===== src/rtl/ctl_pkg.sv =====
package ctl_pkg;
  localparam int AW      = 7;
  localparam int DW      = 9;
  localparam int WORD_W  = AW + DW;
  localparam int NSTORE  = 10;
  localparam int BUS_W   = NSTORE * DW;
  localparam logic [AW-1:0] RST_ADDR = 7'd15;

  // power-up value of one stored register
  function automatic logic [DW-1:0] reg_default(input int idx);
    logic [DW-1:0] v;
    v = '0;
    case (idx)
      0, 1: begin
        v[4:0] = 5'b10111;  // line volume
        v[7]   = 1'b1;      // mute
      end
      6: v[7]   = 1'b1;     // power off
      7: v[1:0] = 2'b10;    // format
      default: v = '0;
    endcase
    return v;
  endfunction

  function automatic logic [BUS_W-1:0] default_bus();
    logic [BUS_W-1:0] b;
    for (int i = 0; i < NSTORE; i++) b[i*DW +: DW] = reg_default(i);
    return b;
  endfunction

  // decides whether a received two-wire byte is acknowledged
  function automatic logic byte_accept(input logic [1:0] idx, input logic [7:0] rx,
                                       input logic sel, input logic [AW-1:0] dev);
    if (idx == 2'd0) return rx == {dev, 1'b0};
    return sel && (idx != 2'd3);
  endfunction
endpackage


===== src/rtl/ctl_sync.sv =====
module ctl_sync #(
  parameter int N = 3
) (
  input  logic         clk,
  input  logic         rst_n,
  input  logic [N-1:0] din,
  output logic [N-1:0] lvl,
  output logic [N-1:0] rise,
  output logic [N-1:0] fall
);
  logic [N-1:0] s1, s2, s3;

  always_ff @(posedge clk or negedge rst_n) begin
    if (!rst_n) begin
      s1 <= '1;
      s2 <= '1;
      s3 <= '1;
    end else begin
      s1 <= din;
      s2 <= s1;
      s3 <= s2;
    end
  end

  assign lvl  = s2;
  assign rise = s2 & ~s3;
  assign fall = ~s2 & s3;
endmodule


===== src/rtl/ctl_3w.sv =====
module ctl_3w import ctl_pkg::*; (
  input  logic              clk,
  input  logic              rst_n,
  input  logic              en,
  input  logic              sclk_rise,
  input  logic              csb_lvl,
  input  logic              csb_fall,
  input  logic              csb_rise,
  input  logic              sda_lvl,
  output logic              wr_stb,
  output logic [WORD_W-1:0] wr_word
);
  localparam int CW = $clog2(WORD_W + 2);
  localparam logic [CW-1:0] FULL = CW'(WORD_W);
  localparam logic [CW-1:0] SAT  = CW'(WORD_W + 1);

  logic [WORD_W-1:0] shreg;
  logic [CW-1:0]     cnt;

  always_ff @(posedge clk or negedge rst_n) begin
    if (!rst_n) begin
      shreg   <= '0;
      cnt     <= '0;
      wr_stb  <= 1'b0;
      wr_word <= '0;
    end else begin
      wr_stb <= 1'b0;
      if (!en) begin
        cnt <= '0;
      end else if (csb_fall) begin
        cnt <= '0;
      end else if (csb_rise) begin
        if (cnt == FULL) begin
          wr_stb  <= 1'b1;
          wr_word <= shreg;
        end
        cnt <= '0;
      end else if (sclk_rise && !csb_lvl) begin
        shreg <= {shreg[WORD_W-2:0], sda_lvl};
        if (cnt != SAT) cnt <= cnt + 1'b1;
      end
    end
  end
endmodule


===== src/rtl/ctl_2w.sv =====
module ctl_2w import ctl_pkg::*; #(
  parameter logic [AW-1:0] DEV_ADDR = 7'h1A
) (
  input  logic              clk,
  input  logic              rst_n,
  input  logic              en,
  input  logic              sclk_lvl,
  input  logic              sclk_rise,
  input  logic              sclk_fall,
  input  logic              sda_lvl,
  input  logic              sda_rise,
  input  logic              sda_fall,
  output logic              start_det,
  output logic              stop_det,
  output logic              sda_oe,
  output logic              wr_stb,
  output logic [WORD_W-1:0] wr_word
);
  logic       active, in_ack, selected;
  logic [3:0] bitcnt;
  logic [1:0] byte_idx;
  logic [7:0] shreg, hi_byte;
  logic       acc;

  assign start_det = en && sclk_lvl && sda_fall;
  assign stop_det  = en && sclk_lvl && sda_rise;
  assign acc       = byte_accept(byte_idx, shreg, selected, DEV_ADDR);

  always_ff @(posedge clk or negedge rst_n) begin
    if (!rst_n) begin
      active <= 1'b0; in_ack <= 1'b0; selected <= 1'b0;
      bitcnt <= '0; byte_idx <= '0; shreg <= '0; hi_byte <= '0;
      sda_oe <= 1'b0; wr_stb <= 1'b0; wr_word <= '0;
    end else begin
      wr_stb <= 1'b0;
      if (!en) begin
        active <= 1'b0; in_ack <= 1'b0; selected <= 1'b0; sda_oe <= 1'b0;
      end else if (start_det) begin
        active <= 1'b1; in_ack <= 1'b0; selected <= 1'b0; sda_oe <= 1'b0;
        bitcnt <= '0; byte_idx <= '0;
      end else if (stop_det) begin
        active <= 1'b0; in_ack <= 1'b0; selected <= 1'b0; sda_oe <= 1'b0;
      end else if (active) begin
        if (sclk_rise && !in_ack && bitcnt < 4'd8) begin
          shreg  <= {shreg[6:0], sda_lvl};
          bitcnt <= bitcnt + 1'b1;
        end else if (sclk_fall && !in_ack && bitcnt == 4'd8) begin
          in_ack <= 1'b1;
          sda_oe <= acc;
          if (byte_idx == 2'd0) selected <= acc;
          if (byte_idx == 2'd1) hi_byte <= shreg;
          if (byte_idx == 2'd2 && acc) begin
            wr_stb  <= 1'b1;
            wr_word <= {hi_byte, shreg};
          end
        end else if (sclk_fall && in_ack) begin
          in_ack <= 1'b0;
          sda_oe <= 1'b0;
          bitcnt <= '0;
          if (byte_idx != 2'd3) byte_idx <= byte_idx + 1'b1;
        end
      end
    end
  end
endmodule


===== src/rtl/ctl_regfile.sv =====
module ctl_regfile import ctl_pkg::*; (
  input  logic             clk,
  input  logic             rst_n,
  input  logic             wr_stb,
  input  logic [AW-1:0]    wr_addr,
  input  logic [DW-1:0]    wr_data,
  output logic [BUS_W-1:0] regs_o
);
  logic rst_hit;
  assign rst_hit = wr_stb && (wr_addr == RST_ADDR);

  for (genvar g = 0; g < NSTORE; g++) begin : g_reg
    logic [DW-1:0] r;
    always_ff @(posedge clk or negedge rst_n) begin
      if (!rst_n)                                  r <= reg_default(g);
      else if (rst_hit)                            r <= reg_default(g);
      else if (wr_stb && wr_addr == AW'(g))        r <= wr_data;
    end
    assign regs_o[g*DW +: DW] = r;
  end
endmodule


===== src/rtl/ctl_serial_regs.sv =====
module ctl_serial_regs import ctl_pkg::*; #(
  parameter logic [AW-1:0] DEV_ADDR = 7'h1A
) (
  input  logic             clk,
  input  logic             rst_n,
  input  logic             mode_2w,
  input  logic             sclk,
  input  logic             sdin,
  input  logic             csb,
  output logic             sda_oe,
  output logic [BUS_W-1:0] regs_o
);
  logic [2:0] lvl, rise, fall;
  logic       stb3, stb2, wr_stb;
  logic [WORD_W-1:0] word3, word2, wr_word;
  logic [AW-1:0] wr_addr;
  logic [DW-1:0] wr_data;
  logic       csb_rise, start_det, stop_det;

  ctl_sync #(.N(3)) u_sync (
    .clk(clk), .rst_n(rst_n), .din({csb, sdin, sclk}),
    .lvl(lvl), .rise(rise), .fall(fall)
  );

  assign csb_rise = rise[2];

  ctl_3w u_3w (
    .clk(clk), .rst_n(rst_n), .en(!mode_2w),
    .sclk_rise(rise[0]), .csb_lvl(lvl[2]), .csb_fall(fall[2]), .csb_rise(csb_rise),
    .sda_lvl(lvl[1]), .wr_stb(stb3), .wr_word(word3)
  );

  ctl_2w #(.DEV_ADDR(DEV_ADDR)) u_2w (
    .clk(clk), .rst_n(rst_n), .en(mode_2w),
    .sclk_lvl(lvl[0]), .sclk_rise(rise[0]), .sclk_fall(fall[0]),
    .sda_lvl(lvl[1]), .sda_rise(rise[1]), .sda_fall(fall[1]),
    .start_det(start_det), .stop_det(stop_det),
    .sda_oe(sda_oe), .wr_stb(stb2), .wr_word(word2)
  );

  assign wr_stb  = mode_2w ? stb2 : stb3;
  assign wr_word = mode_2w ? word2 : word3;
  assign wr_addr = wr_word[WORD_W-1 -: AW];
  assign wr_data = wr_word[DW-1:0];

  ctl_regfile u_rf (
    .clk(clk), .rst_n(rst_n), .wr_stb(wr_stb),
    .wr_addr(wr_addr), .wr_data(wr_data), .regs_o(regs_o)
  );
endmodule


===== config.mk =====
export PLATFORM = sky130hd
export DESIGN_NAME = ctl_serial_regs
export DESIGN_NICKNAME = d
export VERILOG_FILES = /design/src/rtl/ctl_pkg.sv /design/src/rtl/ctl_sync.sv /design/src/rtl/ctl_3w.sv /design/src/rtl/ctl_2w.sv /design/src/rtl/ctl_regfile.sv /design/src/rtl/ctl_serial_regs.sv
export SDC_FILE = /design/constraint.sdc
export NUM_CORES = 1
export LEC_CHECK = 0
export BUFFER_PORTS_ARGS = -buffer_cell sky130_fd_sc_hd__buf_4
export CORE_MARGIN = 1.5
export CORE_UTILIZATION = 60
export DETAILED_ROUTE_END_ITERATION = 16
export PLACE_DENSITY_LB_ADDON = 0.25
export SLEW_MARGIN = 20
export SYNTH_ARGS = -nofsm -noshare
export SYNTH_HDL_FRONTEND = slang
export SYNTH_HIERARCHICAL = 1
export SYNTH_SLANG_ARGS = --single-unit

===== constraint.sdc =====
create_clock -name clk -period 4.8 [get_ports clk]
set_input_delay 0.96 -clock clk [delete_from_list [all_inputs] [get_ports clk]]
set_output_delay 0.96 -clock clk [all_outputs]
set_load 0.01 [all_outputs]

# After elaboration in Yosys (flattened, before gate mapping)
# Index checks and enable logic that the tools add are counted.
totals:
  regBits: 180
  inputBits: 6
  out_inout_bits: 91
op_classes:
  add_sub_neg: 3
  order_cmp: 1
  n_eq_ne: 27
  n_mux: 77
  bitwise_logic: 10
  n_reduce_logical: 52
op_table:
  columns: ["op", "count"]
  rows:
  - ["$mux W9", 20]
  - ["$mux W1", 38]
  - ["$eq A7 B3 Y1 const B", 4]
  - ["$reduce_bool A2 Y1", 13]
  - ["$mux W5", 5]
  - ["$mux W4", 6]
  - ["$logic_and A1 B1 Y1", 22]
  - ["$eq A7 B4 Y1 const B", 3]
  - ["$reduce_and A7 Y1", 3]
  - ["$mux W16", 1]
  - ["$eq A7 B2 Y1 const B", 2]
  - ["$mux W2", 7]
  - ["$ne A4 B1 Y1 const B", 3]
  - ["$reduce_and A4 Y1", 3]
  - ["$reduce_and A5 Y1", 2]
  - ["$eq A8 B6 Y1 const B", 1]
  - ["$ne A2 B2 Y1 const B", 4]
  - ["$reduce_bool A4 Y1", 2]
  - ["$eq A7 B1 Y1 const B", 1]
  - ["$logic_not A7 Y1", 1]
  - ["$and A3 B3 Y3", 2]
  - ["$not A1 Y1", 6]
  - ["$not A3 Y3", 2]
  - ["$add A5 B1 Y5 const B", 1]
  - ["other kinds (17)", 18]

# Depth between registers and ports, before layout
# Gate-level depths: netlist of the first run.
depth:
  depth_word: 11
  mapped_depth: 9
  mapped_depth_nobuf: 6

# By module
# The synthesis of the first run kept the hierarchy.
modules_own_cells:
  columns: ["mod", "instances", "cells_each", "area_each_um2", "seq_area_each_um2"]
  rows:
  - ["ctl_regfile", 1, 358, 4068.9, 2267.2]
  - ["ctl_2w", 1, 142, 1935.6, 1076.0]
  - ["ctl_3w", 1, 103, 1547.7, 950.9]
  - ["ctl_sync", 1, 15, 289.0, 236.5]
  - ["ctl_serial_regs", 1, 20, 260.2, 0.0]

# Least setup slack after synthesis of the first run
# Ideal clock, no wire load.
synth_path:
  path_type: "input -> register"
  start: "in mode_2w"
  end: "reg u_rf.g_reg[3].r[0]"
  setup_ns: 0.125
  arrival_time_ns: 3.148
  setup_slack_ns: 1.527
  cell_stages: 7
  n_path_buf: 3
  path_cell_list: "buf_6 > buf_12 > mux2_4 > or4b_1 > buf_2 > nor4_4 > mux2_2"
synth_via:
  elab_chain_cells: 4
  word_cells_on_any_way: 9
  classes_between: "2 x eq/ne; 4 x mux; 3 x reduce/logical"
synth_lines:
  columns: ["element", "line", "rtl"]
  rows:
  - ["start: declaration", "ctl_serial_regs.sv:6", "input logic mode_2w,"]
  - ["$mux W16 *", "ctl_serial_regs.sv:42", "assign wr_word = mode_2w ? word2 : word3;"]
  - ["net wr_word[14]", "ctl_serial_regs.sv:15", "logic [WORD_W-1:0] word3, word2, wr_word;"]
  - ["$eq A7 B4 Y1 or $eq A7 B2 Y1 (tied branches)", "ctl_regfile.sv:10, ctl_regfile.sv:17", null]
  - ["$logic_and A1 B1 Y1 (on tied branches)", "ctl_regfile.sv:10, ctl_regfile.sv:17", null]
  - ["$mux W9 or $reduce_bool A2 Y1 (tied branches)", null, null]
  - ["end signal: assignment", "ctl_regfile.sv:15", "if (!rst_n) r <= reg_default(g);"]
  - ["end signal: assignment", "ctl_regfile.sv:16", "else if (rst_hit) r <= reg_default(g);"]
  - ["end signal: assignment", "ctl_regfile.sv:17", "else if (wr_stb && wr_addr == AW'(g)) r <= wr_data;"]
  - ["end: declaration", "ctl_regfile.sv:13", "logic [DW-1:0] r;"]
# The timed path passes the listed nets; every way through them passes the cells marked *. The select of a mux whose other input is x is not followed.
# A chain may end at the register's enable or synchronous reset.

# Final worst setup path of the first run
layout_path:
  start: "in mode_2w"
  end: "reg u_rf.g_reg[3].r[3]"
# The elaborated chain is that of the path after synthesis.

==> impl_metrics.tcl, run 1 <==
set metrics [dict create \
    cts_tree "yes" \
    top_layer "met4" \
    drive_gt1_share_pct 34.6 \
    hold_viol 0 \
    p_per_area_mw_per_mm2 312 \
    end_kind "flop" \
    place.port_buffers 96 \
    crit_required_ps 5100 \
    ir_drop_uv 221 \
    final_cells 908 \
    report.final.slew_viol_count 0 \
    finalSetupViolCount 0 \
    status "complete, no violations" \
    holdCritPathClass "flop to flop" \
    area_growth_pct 17.3 \
    grt_pass1_wl_um 29400 \
    gp_congestion 0.810 \
    rsz0062_at_grt "false" \
    grt_pass1_vias 5610 \
    cts_setup_buffers 0 \
    grt_max_degree 106 \
    dr_wl_met3_um 986 \
    dr_total_vias 5686 \
    die_h_um 119 \
    cp.arrival_ps 3860 \
    hold_ws_ps 354 \
    power.leakage_uw 0.00457 \
    met2_length_um 8720 \
    synthesis.nets 652 \
    coreArea_mm2 0.0132 \
    ys_warn_count 6 \
    start_util_pct 61.4 \
    synth_area_per_cell_um2 12.7 \
    nets 734 \
    drt-total-wl_um 18200 \
    grt.total_usage_pct 26.6 \
    max_slew_margin_pct 38.6 \
    htree_levels 4 \
    drt_first_pass_iters 5 \
    dp_hpwl_um 12100 \
    syn_inst 637 \
    clock_sinks 180 \
    max-cap-violations 0 \
    n_antenna_cell 0 \
    drt-vias-per-instance 6.26 \
    cts_buffers 17 \
    critPathMaxFanout 61 \
    crit_type "input port to flop" \
    drt_iter0_drc 608 \
    die_area_mm2 0.0142 \
    postRouteAntennaNets 0 \
    worstMarginPinSlew_ps 921 \
    path_clk_slew_ps 60 \
    fp-row-count 42 \
    ios 97 \
    clk_latency_ps 420 \
    cts-root-buf "clkbuf_16" \
    placed_cells 875 \
    cts_buffer_depth 2 \
    antenna_found_initial 0 \
    die_w_um 119 \
    fin_crit_ps 3560 \
    finalSetupTns_ps 0 \
    min_period_over_period_pct 74.1 \
    synth_area_mm2 0.00810 \
    met1_length_um 8170 \
    max_freq_ghz 0.281 \
    skew_ps 9.06 \
    crit_path_start_kind "input port" \
    grt.overflow.total 0 \
    wl_per_cell_um 20.0 \
    drc 0 \
    hold_buffers 0 \
    cts_resized 0 \
]
[layout make-up]
type                            instances  area [µm²]
Sequential cell                       180        4530
Clock buffer                           27         483
Timing Repair Buffer                  105         808
Multi-Input combinational cell        383        3260
Tap cell                              176         220
Inverter                               32         120
Clock inverter                          5        77.6
Fill cell                             880        3690
[routing by layer]
layer | GRT usage (%) | vias to the layer above
met5 | 0 | -
met4 | 10.1 | 0
met3 | 4.60 | 27
met2 | 41.3 | 211
met1 | 38.0 | 2918
li1 | - | 2530
[critical path: stages]
cell and delay [ps]:
buf_4 320, mux2_4 620, or4b_1 790, nor4_4 740, mux2_2 410
[flip-flops by register name, summed over array words and instances (netlist names), 2 cells and up]
register,count
u_3w/cnt,5
u_rf/g.r,90
u_sync/s1,3
u_3w/wr_word,16
u_sync/s3,3
u_2w/wr_word,16
u_2w/hi_byte,8
u_2w/bitcnt,4
u_2w/shreg,8
u_2w/byte_idx,2
u_3w/shreg,16
u_sync/lvl,3
[cells in the final DEF (no fill, tap or decap), types with 3 or more instances in the layout]
cell type / count
a21oi_1: 18
o21ai_0: 23
nor2_1: 20
nand3_1: 4
nand2b_1: 11
mux2i_1: 4
or3_1: 6
clkbuf_1: 8
clkbuf_16: 17
a221oi_1: 5
o31ai_1: 6
a32o_1: 6
o41ai_1: 17
dfstp_2: 21
dfrtp_1: 159
a221o_1: 31
nor3b_1: 25
nor3_1: 7
a22o_1: 19
o22a_1: 5
ha_1: 9
nand2_1: 18
o21ai_1: 3
mux2_2: 68
mux2_4: 15
inv_1: 32
and2_1: 8
nor2b_1: 9
buf_4: 102
and2b_2: 6
nor4bb_1: 3
[power breakdown]
part	internal, µW	switching (µW)	total [µW]
sequential	1540	15.5	1560
clock	794	532	1330
combinational	28.1	52.9	81.0
[stage by stage]
| step | setup WS, ps | power [µW] | utilization, % | cell area, µm² |
|---|---|---|---|---|
| finish | 1240 | 2960 | 72.0 | 9500 |
| global route | 1110 | 3060 | 72.0 | 9500 |
| CTS | 1270 | 2990 | 71.9 | 9480 |
| detailed placement | 837 | 1670 | 67.7 | 8920 |
| global placement | 899 | 1660 | 67.7 | 8920 |
| floorplan | 1530 | 1620 | - | 8100 |
[final timing paths]
path / start / to / slack [ps] / cells after the start
max: mode_2w / u_rf/g_reg[3].r[3]$_DFFE_PN0P_ / 1240 / 5
min in group asynchronous: rst_n / u_3w/cnt[4]$_DFFE_PN0P_ / 660 / 1
max reg2reg: u_2w/wr_word[9]$_DFFE_PN0P_ / u_rf/g_reg[3].r[3]$_DFFE_PN0P_ / 1820 / 4
min reg2reg: u_sync/s1[1]$_DFF_PN1_ / u_sync/lvl[1]$_DFF_PN1_ / 350 / 0
max in group asynchronous: rst_n / u_rf/g_reg[1].r[7]$_DFFE_PN1P_ / 3190 / 2
min: u_sync/s1[1]$_DFF_PN1_ / u_sync/lvl[1]$_DFF_PN1_ / 350 / 0
Note: power is estimated with default switching activity, not from simulation.
==> run 2: changes to the inputs <==
- CORE_UTILIZATION: 60 -> 58
- clock period: 4.8 -> 3.3 ns (I/O delays scaled with it)
==> run 2 against run 1 <==
Compared with the run above: final cell count increased by 0.66%; first-iteration DRC count down 13%; sequential share of layout area is 0.41 points lower; critical path type unchanged; critical endpoint is now u_rf/g_reg[5].r[2]$_DFFE_PN0P_; largest cell class unchanged; highest routed layer unchanged.
==> impl_metrics.tcl, run 2 (synthesized netlist as in run 1, its figures left out) <==
set metrics [dict create \
    status "complete, no violations" \
    die_area_mm2 0.0147 \
    p_per_area_mw_per_mm2 462 \
    max_slew_margin_pct 41.7 \
    layout_common_cells "dfrtp_1 (159), buf_4 (110), mux2_2 (68)" \
    drt_first_pass_iters 5 \
    worstMarginPinSlew_ps 875 \
    grt.total_usage_pct 26.6 \
    end_kind "flop" \
    gp_congestion 0.826 \
    die_h_um 121 \
    drt_iter0_drc 531 \
    drt-total-wl_um 18500 \
    hold_viol 0 \
    place.port_buffers 96 \
    critPathMaxFanout 22 \
    hold_buffers 0 \
    path_buf_inv 2 \
    cts-root-buf "clkbuf_16" \
    grt_pass1_wl_um 30000 \
    fin_crit_ps 2570 \
    antenna_found_initial 0 \
    crit_top_cell "buf_4" \
    postRouteAntennaNets 0 \
    rsz0062_at_grt "false" \
    coreArea_mm2 0.0135 \
    r2r_cells 4 \
    dp_hpwl_um 12900 \
    cts_buffer_depth 2 \
    dr_total_vias 5715 \
    ir_drop_uv 365 \
    holdCritPathClass "input port to async pin" \
    report.final.slew_viol_count 0 \
    grt.overflow.total 0 \
    clk_latency_ps 430 \
    placed_cells 883 \
    drive_gt1_share_pct 35.9 \
    path_clk_slew_ps 60 \
    cts_tree "yes" \
    drc 0 \
    top_register "u_rf/g.r" \
    total_power_uw 4420 \
    max_freq_ghz 0.390 \
    drt-vias-per-instance 6.25 \
    cts_resized 0 \
    area_growth_pct 18.3 \
    grt_pass1_vias 5754 \
    wl_per_cell_um 20.3 \
    die_w_um 121 \
    clock_sinks 180 \
    path_depth 6 \
    cp.arrival_ps 2880 \
    n_antenna_cell 0 \
    finalSetupTns_ps 0 \
    final_area_mm2 0.00958 \
    crit_path_start_kind "input port" \
    slowest_delay_ps 650 \
    fp-row-count 42 \
    path_delay_family "compound AO/OA/AOI/OAI gates" \
    skew_ps 6.28 \
    cts_setup_buffers 0 \
    finalSetupViolCount 0 \
    crit_required_ps 3620 \
    htree_levels 4 \
    place_area_mm2 0.00898 \
    ios 97 \
    grt_max_degree 73 \
    final_common_cell "dfrtp_1" \
    max-cap-violations 0 \
    nets 741 \
    worstPathCellList "buf_4 -> buf_4 -> mux2_4 -> nor4bb_1 -> o21ai_1 -> a22o_1" \
    critical_path.slowest_cell "nor4bb_1" \
    final_cells 914 \
    start_util_pct 60.2 \
    cts_buffers 17 \
    min_period_over_period_pct 77.7 \
    power.leakage_uw 0.00462 \
    crit_type "input port to flop" \
    largest_reg_flops 90 \
]
[run 2: path summary, 6_finish.rpt]
kind                                         startpoint  slack (ps)                             end
setup reg to reg           u_3w/wr_word[13]$_DFFE_PN0P_         900  u_rf/g_reg[4].r[2]$_DFFE_PN0P_
setup / recovery                                mode_2w         730  u_rf/g_reg[5].r[2]$_DFFE_PN0P_
min in group clk                                   sdin         340          u_sync/s1[1]$_DFF_PN1_
hold reg to reg                  u_sync/s1[2]$_DFF_PN1_         360         u_sync/lvl[2]$_DFF_PN1_
hold / removal                                    rst_n         160  u_rf/g_reg[6].r[5]$_DFFE_PN0P_
max in group asynchronous                         rst_n        2310          u_sync/s1[1]$_DFF_PN1_
[run 2: through the flow]
stage	setup WS, ps	util (%)	hold WS [ps]
5_1_grt	519	71.2	199
4_1_cts	757	71.2	175
3_5_place_dp	316	66.7	349
2_1_floorplan	327	-	345
6_report	735	71.2	164
3_3_place_gp	285	66.7	346
[run 2: final cells by class]
cell class              count  area [µm²]
flip-flops and latches    180        4530
fillers                   944        3880
multi-input cells         383        3250
repair buffers            112         857
clock buffers              19         443
well taps                 176         220
clock inverters            12         156
inverters                  32         120
[run 2: per-layer routing]
layer,vias to the layer above,wire [µm],global-route usage (%)
met3,39,811,5.17
met1,2934,7840,34.3
li1,2554,-,-
met5,-,0,0
met4,0,504,11.1
met2,188,9370,44.4
[run 2: where the power goes]
group / switching (µW) / internal (µW) / total (µW)
Clock: 828 / 1210 / 2040
Combinational: 77.8 / 43.0 / 121
Sequential: 24.0 / 2240 / 2260
==> run 3: changes to the inputs <==
- clock period: 3.3 -> 2.4 ns (I/O delays scaled with it)
==> run 3 against run 2 <==
Compared with the run above: final cell count increased by 3.6%; first-iteration DRC count increased by 4.7%; hold slack got worse by 140 ps; critical path depth decreased by 1; critical path type is now flop to flop; critical endpoint is now u_rf/g_reg[3].r[8]$_DFFE_PN0P_.
==> impl_metrics.tcl, run 3 (synthesized netlist as in run 1, its figures left out) <==
set metrics [dict create \
    clk_latency_ps 430 \
    power_frac_comb_pct 2.9 \
    rsz0062_at_grt "false" \
    holdCritPathClass "input port to async pin" \
    drive_gt1_share_pct 38.7 \
    cp.arrival_ps 2580 \
    nets 773 \
    grt_max_degree 63 \
    ios 97 \
    grt.overflow.total 0 \
    largest_reg_flops 90 \
    fp-row-count 42 \
    r2r_cells 5 \
    htree_levels 4 \
    total_power_uw 6160 \
    dp_hpwl_um 13700 \
    switchingPower_uw 1290 \
    antenna_found_initial 0 \
    grt_pass1_vias 5704 \
    dr_total_vias 5803 \
    r2r-end "u_rf/g_reg[3].r[8]$_DFFE_PN0P_" \
    max_freq_ghz 0.441 \
    cts_buffer_depth 2 \
    cts_tree "yes" \
    end_kind "flop" \
    crit_path_start_kind "flop" \
    clkPwrFrac_pct 46.5 \
    wl_per_cell_um 20.2 \
    coreArea_mm2 0.0135 \
    postRouteAntennaNets 0 \
    seq_power_share_pct 50.6 \
    cts_resized 0 \
    critPathMaxFanout 4 \
    cts_buffers 17 \
    gp_congestion 0.829 \
    report.final.slew_viol_count 0 \
    start_util_pct 60.2 \
    swShare_pct 20.9 \
    worst-r2r-setup-slack_ps 130 \
    nFillCells 900 \
    die_h_um 121 \
    crit_required_ps 2710 \
    final_common_cell "dfrtp_1" \
    drt_first_pass_iters 5 \
    timing.rr.start "u_2w/wr_word[15]$_DFFE_PN0P_" \
    ir_drop_uv 428 \
    p_int_uw 4870 \
    place.port_buffers 96 \
    drt-total-wl_um 19100 \
    utilization_pct 73.7 \
    die_w_um 121 \
    path_clk_slew_ps 70 \
    fin_crit_ps 2270 \
    area_growth_pct 22.5 \
    top_register "u_rf/g.r" \
    drc 0 \
    layout_common_cells "dfrtp_1 (159), buf_4 (137), mux2_2 (63)" \
    drt-vias-per-instance 6.13 \
    worstMarginPinSlew_ps 724 \
    cts-root-buf "clkbuf_16" \
    n_antenna_cell 0 \
    drt_iter0_drc 556 \
    min_period_over_period_pct 94.5 \
    power.leakage_uw 0.00480 \
    max-cap-violations 0 \
    hold_ws_ps 27.7 \
    skew_ps 10.4 \
    max_slew_margin_pct 51.6 \
    crit_type "flop to flop" \
    p_per_area_mw_per_mm2 621 \
    die_area_mm2 0.0147 \
    hold_buffers 0 \
    status "complete, no violations" \
    hold_viol 0 \
    grt_pass1_wl_um 30300 \
    grt.total_usage_pct 27.2 \
    finalSetupViolCount 0 \
    cts_setup_buffers 0 \
    clock_sinks 180 \
]
==> run 3: cell count changes in the layout (fill, tap and decap cells not counted), sizes merged <==
cell      delta
clkbuf       +2
clkinvlp     +4
buf         +32
clkinv       -5
==> run 3: stage by stage <==
stage | setup TNS (ps) | cells | area (µm²) | worst slack [ps]
floorplan | -2610 | 637 | 8140 | -357
global placement | -1340 | 915 | 9300 | -82.7
detailed placement | -2740 | 915 | 9300 | -183
CTS | 0 | 947 | 9920 | 154
global route | 0 | 947 | 9920 | 25.7
finish | 0 | 947 | 9920 | 132
==> run 3: area by class of cell <==
class                           instances  area (µm²)  share of cell area (%)
Clock buffer                           21         470                    4.74
Clock inverter                         11         150                    1.51
Inverter                               32         120                    1.21
Multi-Input combinational cell        383        3270                    32.9
Sequential cell                       180        4530                    45.7
Tap cell                              176         220                    2.22
Timing Repair Buffer                  144        1160                    11.7
==> run 3: how the worst max path moves through the flow <==
stage,from,depth (start not counted),endpoint
finish,u_2w/wr_word[15]$_DFFE_PN0P_,5,u_rf/g_reg[3].r[8]$_DFFE_PN0P_
floorplan,mode_2w,7,u_rf/g_reg[3].r[0]$_DFFE_PN0P_
global placement,mode_2w,7,u_rf/g_reg[2].r[6]$_DFFE_PN0P_
CTS,u_2w/wr_word[15]$_DFFE_PN0P_,5,u_rf/g_reg[3].r[8]$_DFFE_PN0P_
detailed placement,mode_2w,7,u_rf/g_reg[2].r[5]$_DFFE_PN0P_
global route,u_2w/wr_word[9]$_DFFE_PN0P_,5,u_rf/g_reg[2].r[8]$_DFFE_PN0P_
==> run 3: power by group through the flow <==
stage,Clock [µW],Combinational (µW),Sequential [µW]
5_1_grt,3040,201,3120
2_1_floorplan,0,85.6,3160
4_1_cts,2910,182,3110
6_report,2870,177,3110
3_5_place_dp,0,181,3170
3_3_place_gp,0,173,3160
==> run 3: layer usage <==
layer / GRT usage, % / wire length, µm / vias to the layer above / part of all wire, %
met1: 35.6 / 8050 / 2932 / 42
li1: - / - / 2618 / -
met4: 12.2 / 582 / 0 / 3.0
met2: 44.5 / 9510 / 208 / 50
met3: 4.79 / 949 / 45 / 5.0
met5: 0 / 0 / - / 0
==> run 3: worst max-delay path: stages (launching register included) <==
cell and delay (ps):
dfrtp_1 410, mux2_2 290, or4b_1 630, nor4_4 340
buf_4 190, mux2_4 300
